**src/rtl/sir_fcs_engine.sv**
```systemverilog
module sir_fcs_engine #(
  parameter int          CNT_W  = 12,
  parameter int          BYTE_W = 8,
  parameter logic [15:0] POLY_R = 16'h8408,
  parameter logic [15:0] SEED   = 16'hFFFF
) (
  input  logic        clk,
  input  logic        rst_n,
  input  logic        wr_en,
  input  logic [1:0]  waddr,
  input  logic [15:0] wdata,
  input  logic [1:0]  raddr,
  output logic [15:0] rdata
);
  localparam logic [CNT_W-1:0] CNT_MAX = {CNT_W{1'b1}};
  localparam logic [1:0] A_CTRL = 2'd0;
  localparam logic [1:0] A_DATA = 2'd1;
  localparam logic [1:0] A_SUM  = 2'd2;

  logic [15:0]      rem_q, rem_next;
  logic [CNT_W-1:0] cnt_q;

  wire restart  = wr_en && waddr == A_CTRL && wdata[15];
  wire take     = wr_en && waddr == A_DATA;
  wire saturate = cnt_q == CNT_MAX;

  always_comb begin
    rem_next = rem_q ^ {{(16-BYTE_W){1'b0}}, wdata[BYTE_W-1:0]};
    for (int b = 0; b < BYTE_W; b++)
      rem_next = rem_next[0] ? ((rem_next >> 1) ^ POLY_R) : (rem_next >> 1);
  end

  always_ff @(posedge clk or negedge rst_n) begin
    if (!rst_n) begin
      rem_q <= SEED;
      cnt_q <= '0;
    end else if (restart) begin
      rem_q <= SEED;
      cnt_q <= '0;
    end else if (take) begin
      rem_q <= rem_next;
      if (!saturate) cnt_q <= cnt_q + 1'b1;
    end
  end

  always_comb begin
    case (raddr)
      A_CTRL:  rdata = 16'(cnt_q);
      A_SUM:   rdata = ~rem_q;
      default: rdata = '0;
    endcase
  end

  assert_restart_R2: assert property (@(posedge clk) disable iff (!rst_n)
    restart |=> (cnt_q == '0 && rem_q == SEED));
  assert_ctrl_noop_R3: assert property (@(posedge clk) disable iff (!rst_n)
    (wr_en && waddr == A_CTRL && !wdata[15]) |=> ($stable(cnt_q) && $stable(rem_q)));
  assert_count_step_R4: assert property (@(posedge clk) disable iff (!rst_n)
    (take && !saturate) |=> cnt_q == $past(cnt_q) + 1'b1);
  assert_count_hold_R8: assert property (@(posedge clk) disable iff (!rst_n)
    (saturate && !restart) |=> cnt_q == CNT_MAX);
  assert_idle_hold_R10: assert property (@(posedge clk) disable iff (!rst_n)
    (!take && !restart) |=> ($stable(cnt_q) && $stable(rem_q)));
endmodule

```
**config.mk**
```make
export PLATFORM = sky130hd
export DESIGN_NAME = sir_fcs_engine
export DESIGN_NICKNAME = d
export VERILOG_FILES = /design/src/rtl/sir_fcs_engine.sv
export SDC_FILE = /design/constraint.sdc
export NUM_CORES = 1
export LEC_CHECK = 0
export ABC_CLOCK_PERIOD_IN_PS = 4100
export CORE_AREA = 2 2 61 63
export DETAILED_ROUTE_END_ITERATION = 8
export DIE_AREA = 0 0 63 65
export PLACE_DENSITY = 0.81
export SETUP_SLACK_MARGIN = 0.15
export SLEW_MARGIN = 5
export SYNTH_ARGS = -nofsm -noshare
export SYNTH_HDL_FRONTEND = slang
export SYNTH_SLANG_ARGS = --single-unit
```
**constraint.sdc**
```tcl
create_clock -name clk -period 4.1 [get_ports clk]
set_clock_uncertainty 0.15 [all_clocks]
set_input_delay 0.82 -clock clk [delete_from_list [all_inputs] [get_ports clk]]
set_output_delay 0.82 -clock clk [all_outputs]
set_load 0.02 [all_outputs]
```
### Yosys cells after proc, flatten, opt, wreduce, memory -nomap -nowiden

Index checks and enable logic that the tools add are counted.

* register bits after elaboration: 28
* input port bits: 23
* word-level logic and storage cells: 38

* add/subtract/negate cells: 1
* eq/ne operators: 4
* multiplexer cells: 14
* bitwise gates (word level): 10
* reductions and logical operators: 7

Operators with widths (number)
* 16-bit 2-to-1 mux: 10
* 12-bit 2-to-1 mux: 3
* 16-bit one-hot mux with 2 select lines: 1
* 2-bit NOT with 3-bit output: 8
* 16-bit NOT: 1
* 16-bit by 8-bit bitwise XOR with 16-bit output: 1
* 12-bit by 1-bit adder with 12-bit output (second input constant): 1
* 12-bit equality test (second input constant): 1
* 2-bit zero test: 2
* 1-bit logical AND: 3
* 2-bit by 1-bit equality test with 1-bit output (second input constant): 1
* 2-bit equality test (second input constant): 1
* 2-bit != test (second input constant): 1
* 2-bit AND reduction: 1
* 2-bit nonzero test: 1

### Longest topological paths before layout

Gate-level depths: netlist of run 1.

* word-level depth: 19
* gate-level depth with buffers: 5

### Worst setup path after synthesis of run 1

OpenSTA, ideal clock, no wires.

* path type: input port to output port
* start: input port raddr[1]
* end: output port rdata[10]
* data arrival time: 1.761 ns
* required time: 3.130 ns
* slack: 1.369 ns
* cell stages on the path: 3
* path buffers: 1
* cell sequence: clkbuf_1 > nor2_1 > a211oi_1

* longest elaborated chain between the ends: 2

RTL lines
* start, declared: line 12 `input logic [1:0] raddr,`
* 2-bit equality test / 2-bit zero test (equally long branches): line 47 `case (raddr)`
* 16-bit one-hot mux with 2 select lines *: line 47
* end, declared: line 13 `output logic [15:0] rdata`

Every way passes the cells marked *; elsewhere a longest branch is shown, timed or not.

### Worst setup path after layout of run 1

* start: input port raddr[1]
* end: output port rdata[3]

The elaborated chain is that of the path after synthesis.

==> out/metrics.csv, run 1 <==
metric;value;unit
status;finished clean;
share of post-route cells with drive strength above 1;16.51;%
All-Layer GR Usage;22.81;%
synth unique cells;48;
synthesized cell area;1767;sq um
max incr delay on CP;0.82;ns
CP max-delay cell;clkdlybuf4s50_1;
Max clock buf depth;2;
Fillers;309;
Yosys reg bits;28;
Worst Path Max Fanout;15;
post_cts resized;0;
critical path depth;4;
GPL Wtd Cong;0.8566;
Hold Path Depth;1;
Final Critical Period;3.652;ns
FP Rows;22;
grt ovf;0;
design area;2166;sq um
worst skew pair latency;0.35;ns
# H-tree levels;1;
pwr dens;552.1;nW/um^2
chip height;65;um
CTS tree;done;
leading cell type in the layout, fill and taps excluded;clkdlybuf4s50_1;
initial antenna violation count;0;
largest family of logic cells by synthesized area;compound AO/OA/AOI/OAI gates;
ANT nets after route;0;
Final Hold Vio Count;0;
EDFF count, synth;0;
Area growth syn-to-layout;22.59;%
post-synthesis adder-cell area fraction;0.7082;%
final wirelength;4.109;mm
minimum hold slack;0.3741;ns
number of max-cap violations;0;
root buffer cell;clkbuf_4;
clock slew at reported path FFs;0.16;ns
Leak;0.8586;nW
CTS Hold Bufs;0;
FF-to-FF path depth;5;
measured slew at the worst slew-check pin;0.9205;ns
largest net degree at the start of global routing;21;
die area;4095;sq um
crit share post-route;89.08;%
RSZ-0062 raised after global routing;false;
Pre-antenna DRT Iters;4;
Initial DRC Count;66;
cell repeated most along the worst path;clkdlybuf4s50_1;
synth warn;0;
Die Width;63;um
Req. time, crit path;3.13;ns
first-pass GRT wire length;7.245;mm
min setup slack post-route;0.4478;ns
Mapped Cells;183;
family with the most delay on the worst path;buffers and inverters;
worst setup path category;input pin to output pin;
post-synthesis sequential area ratio;40.79;%
hold crit path type;register to register;
placed cells;256;
CTS Buf Count;3;
ANT cells;0;
non-filler instance count after layout;260;
Initial Utilization;50.54;%
crit-path cells;clkdlybuf4s50_1 -> nor2_1 -> a211oi_1 -> clkdlybuf4s50_1;
Worst EP arrival;2.68;ns
Synth Area in XOR/XNOR;13.17;%
sum of negative setup slack;0;ns
final setup fails;0;
Residual DRC;0;
pre-CTS setup slack;0.4141;ns
Crit. End Element;output pin;
WL/cell;15.80;um
most frequent cells in the layout;clkdlybuf4s50_1, nor2_1, xnor2_1, dfstp_2, dfrtp_1;
VDD IR-drop max;0.0003746;V
Syn Nets;207;
nets@finish;237;
Worst R2R Setup Slack;2.26;ns
startpoint types;input pin;
Port Buffers;31;
mux contribution to synthesized area;3.399;%
Via density;5.758;
vias in the first global route;1497;
asr flop ratio synth;100.0;%
Post-CTS Setup Bufs;0;
clk sinks;28;
Core Box Area;3496;sq um
Synth Area in Compound Gates;20.40;%
Final Power;1.196;mW
post-DP HPWL;3.115;mm
Main synth FF type;dfstp_2;
placed cell area;2118;sq um
fmax;0.2738;GHz
mean area per synthesized cell;9.654;sq um
I/O pin total;39;
final-report max-slew violation count;0;
Buf/Inv on CP;2;
Final Util;61.95;%
via count;1497;
Synth Area in Simple Gates;17.49;%
max_slew headroom;38.44;%
[worst reg2reg max path: cells and delay by family, from the launching register on]
family          cells  cell delay (ns)
simple gates        2             0.35
fa+ha+maj           1             0.27
compound gates      2             0.52
flops               1             0.47
[Yosys cell counts (3+ instances only)]
library cell	count	area [sq um]
nand3_1	7	35.03
nand2_1	6	22.52
xnor2_1	17	148.9
o21ai_0	5	25.02
o22a_1	6	52.55
mux2i_1	6	60.06
a21oi_1	9	45.04
dfrtp_1	12	300.3
dfstp_2	16	420.4
buf_2	6	30.03
a22oi_1	4	30.03
xor2_1	4	35.03
nor2_1	25	93.84
and3_1	3	18.77
inv_1	6	22.52
a211oi_1	7	52.55
a31oi_1	5	31.28
[state kept, by name (all words and copies together) (netlist names)]
register	flops
cnt_q	12
rem_q	16
[layout make-up]
cell class                 instances  area, sq um  share of cell area [%]
inverter                           6        22.52                   1.040
sequential                        28        720.7                   33.28
multi-input combinational        139        974.7                   45.00
tap                               48        60.06                   2.773
timing repair buffer              35        340.3                   15.71
clock buffer                       4        47.55                   2.195
[cell families after synthesis]
family                     Yosys count
buffers and inverters               16
adders and majority gates            1
and+or+nand+nor                     57
DFF                                 28
AOI/OAI and AO/OA                   51
xor gates and xnor gates            24
muxes                                6
[report_power, final]
group          switching (mW)  leakage (nW)  internal, mW
Clock                  0.0874        0.0261        0.0748
Combinational           0.259         0.502         0.269
Sequential             0.0933         0.330         0.412
Total                   0.440         0.859         0.756
[worst paths after layout]
| path | startpoint | to |
|---|---|---|
| max in group asynchronous | rst_n | rem_q[6] |
| min in group asynchronous | rst_n | cnt_q[11] |
| hold reg to reg | cnt_q[8] | cnt_q[8] |
| setup / recovery | raddr[1] | rdata[3] |
| hold / removal | cnt_q[8] | cnt_q[8] |
| setup reg to reg | cnt_q[0] | cnt_q[9] |
[metal layers]
| metal | GRT usage [%] | share of wire [%] | wire length (um) | up-vias |
|---|---|---|---|---|
| met5 | 0 | 0 | 0 | - |
| met4 | 7.778 | 1.6 | 65 | 0 |
| met3 | 2.778 | 3.9 | 161 | 7 |
| met2 | 36.30 | 47 | 1919 | 43 |
| met1 | 32.22 | 48 | 1962 | 721 |
| li1 | - | - | - | 726 |
Power figures use the tool's default switching activity.
==> inputs of run 2 (changes only) <==
CTS_CLUSTER_SIZE = 14   (was unset)
==> results of run 2 <==
Same layout as run 1: the final DEF is identical, and so are final timing and power.
==> inputs of run 3 (changes only) <==
ABC_CLOCK_PERIOD_IN_PS = 3280   (was 4100)
CORE_AREA = 2 2 66 68   (was 2 2 61 63)
DIE_AREA = 0 0 68 70   (was 0 0 63 65)
PLACE_DENSITY = 0.74   (was 0.81)
clock period = 3.28 ns   (was 4.1 ns; I/O delays follow)
==> run 3 against run 2 <==
Net effect:
- flip-flop and latch count is the same
- critical path depth increased by 1
- total power increased by 28%
- clock-buffer cell count unchanged
- clock power is 51% higher
- non-clock buffer count is the same
- final cell count is 1.5% higher
- highest routed layer unchanged
- first-iteration DRC count up 73%
- wire length grew 3.9%
- core utilization fell by 8.5 points
- via count grew 2.2%
- hold slack got worse by 0.019 ns
==> out/metrics.csv, run 3 (synthesis gave the netlist of run 1 again) <==
metric;value;unit;change
sequential share of power;41.5;%;-0.8 points
Initial DRC Count;114;;+73%
final setup fails;0;;unchanged
status;finished clean;;
grt ovf;0;;unchanged
non-filler instance count after layout;264;;+1.5%
power share of the clock group;15.9;%;+2.3 points
Req. time, crit path;2.47;ns;-0.66 ns
ANT nets after route;0;;unchanged
max reg flops;16;;unchanged
largest register by flop count;rem_q;;
Power Internal;0.9828;mW;+30%
die area;4760;sq um;+16%
crit share post-route;90.99;%;
Port Buffers;31;;unchanged
ANT cells;0;;unchanged
CTS Buf Count;3;;unchanged
Via density;5.795;;+0.66%
Final Critical Period;2.984;ns;
final-report max-slew violation count;0;;unchanged
Worst EP arrival;2.18;ns;-0.50 ns
largest net degree at the start of global routing;29;;+38%
hold crit path type;register to register;;
initial antenna violation count;0;;unchanged
measured slew at the worst slew-check pin;0.7401;ns;-0.1804 ns
Die Width;68;um;+7.9%
chip height;70;um;+7.7%
Core Box Area;4144;sq um;+19%
CTS tree;done;;
Initial Utilization;42.63;%;-7.9 points
Final Hold Vio Count;0;;unchanged
worst skew pair latency;0.28;ns;-0.07 ns
fmax;0.3351;GHz;
All-Layer GR Usage;19.86;%;-3.0 points
sw frac;35.93;%;-0.85 points
leading cell type in the layout, fill and taps excluded;nor2_1;;
first-pass GRT wire length;7.300;mm;+0.76%
worst setup path category;input pin to output pin;;
number of max-cap violations;0;;unchanged
Crit. End Element;output pin;;
Area growth syn-to-layout;25.35;%;
clk sinks;28;;unchanged
via count;1530;;+2.2%
nets@finish;237;;unchanged
VDD IR-drop max;0.0004079;V;+8.9%
startpoint types;input pin;;
share of post-route cells with drive strength above 1;16.51;%;unchanged
most frequent cells in the layout;nor2_1, clkdlybuf4s50_1, xnor2_1, dfstp_2, dfrtp_1;;
sum of negative setup slack;0;ns;unchanged
root buffer cell;clkbuf_8;;
placed cells;260;;+1.6%
Residual DRC;0;;unchanged
Combinational Power Share;42.6;%;-1.5 points
CTS Hold Bufs;0;;unchanged
GPL Wtd Cong;0.8367;;-2.3%
Max clock buf depth;2;;unchanged
post-DP HPWL;3.086;mm;-0.91%
final wirelength;4.268;mm;+3.9%
pwr dens;692.6;nW/um^2;+25%
Worst Path Max Fanout;20;;+5
clock slew at reported path FFs;0.10;ns;-0.06 ns
largest registers;rem_q (16), cnt_q (12);;
switching power;0.5511;mW;+25%
WL/cell;16.17;um;+2.3%
Pre-antenna DRT Iters;4;;unchanged
I/O pin total;39;;unchanged
max_slew headroom;50.33;%;+12 points
# H-tree levels;1;;unchanged
Leak;0.9695;nW;+13%
vias in the first global route;1575;;+5.2%
RSZ-0062 raised after global routing;false;;
FP Rows;24;;+9.1%
-- run 3: cell types whose count changed in the layout (fill, tap and decap cells not counted), moves of 2 or more --
cell	before	now
clkbuf_8	0	3
dlymetal6s2s_1	0	6
clkbuf_4	3	0
dlygate4sd2_1	0	2
clkdlybuf4s50_1	31	23
-- run 3: worst paths after layout --
| kind | start | end | slack, ns | cells past startpoint |
|---|---|---|---|---|
| max | raddr[1] | rdata[15] | 0.30 | 5 |
| min | cnt_q[8] | cnt_q[8] | 0.36 | 1 |
| max reg2reg | cnt_q[0] | cnt_q[9] | 1.43 | 5 |
| min reg2reg | cnt_q[8] | cnt_q[8] | 0.36 | 1 |
| max in group asynchronous | rst_n | rem_q[5] | 2.06 | 2 |
| min in group asynchronous | rst_n | cnt_q[10] | 0.60 | 2 |
-- run 3: metrics by stage --
step	setup slack [ns]	cell area [sq um]	hold WS, ns	utilization [%]	power (mW)
finish	0.2957	2215	0.3552	53.44	1.534
global route	0.2023	2215	0.3898	53.44	1.645
CTS	0.1706	2200	0.3611	53.08	1.544
detailed placement	0.1300	2136	0.3510	51.54	1.296
global placement	0.1403	2136	0.3375	51.54	1.277
floorplan	0.8770	1767	0.2104	-	1.107
-- run 3: final cells by class --
type	count	area [sq um]
clock buffers	4	66.31
fillers	381	1929
inverters	6	22.52
multi-input cells	139	974.7
flip-flops and latches	28	720.7
well taps	52	65.06
repair buffers	35	365.4
-- run 3: routing by layer --
metal	wire length, um	up-vias	track usage [%]
li1	-	721	-
met1	1952	753	27.07
met2	2048	49	31.50
met3	207	7	3.221
met4	60	0	6.889
met5	0	-	0
-- run 3: power groups by stage --
stage	Combinational, mW	Clock (mW)	Sequential (mW)
floorplan	0.509	0	0.597
global placement	0.642	0	0.635
detailed placement	0.657	0	0.640
CTS	0.661	0.249	0.634
global route	0.722	0.269	0.654
finish	0.653	0.244	0.636
-- run 3: worst max-delay path: stages --
cell and delay [ns]:
clkdlybuf4s50_1 0.51, buf_12 0.17, nand2b_1 0.12, nor2_1 0.11
clkdlybuf4s50_1 0.61
-- run 3: what timing repair did --
action	CTS	global route
gates resized for setup	2	6
setup buffers	0	0
pin swaps	0	0
endpoints found under the setup margin	3	6
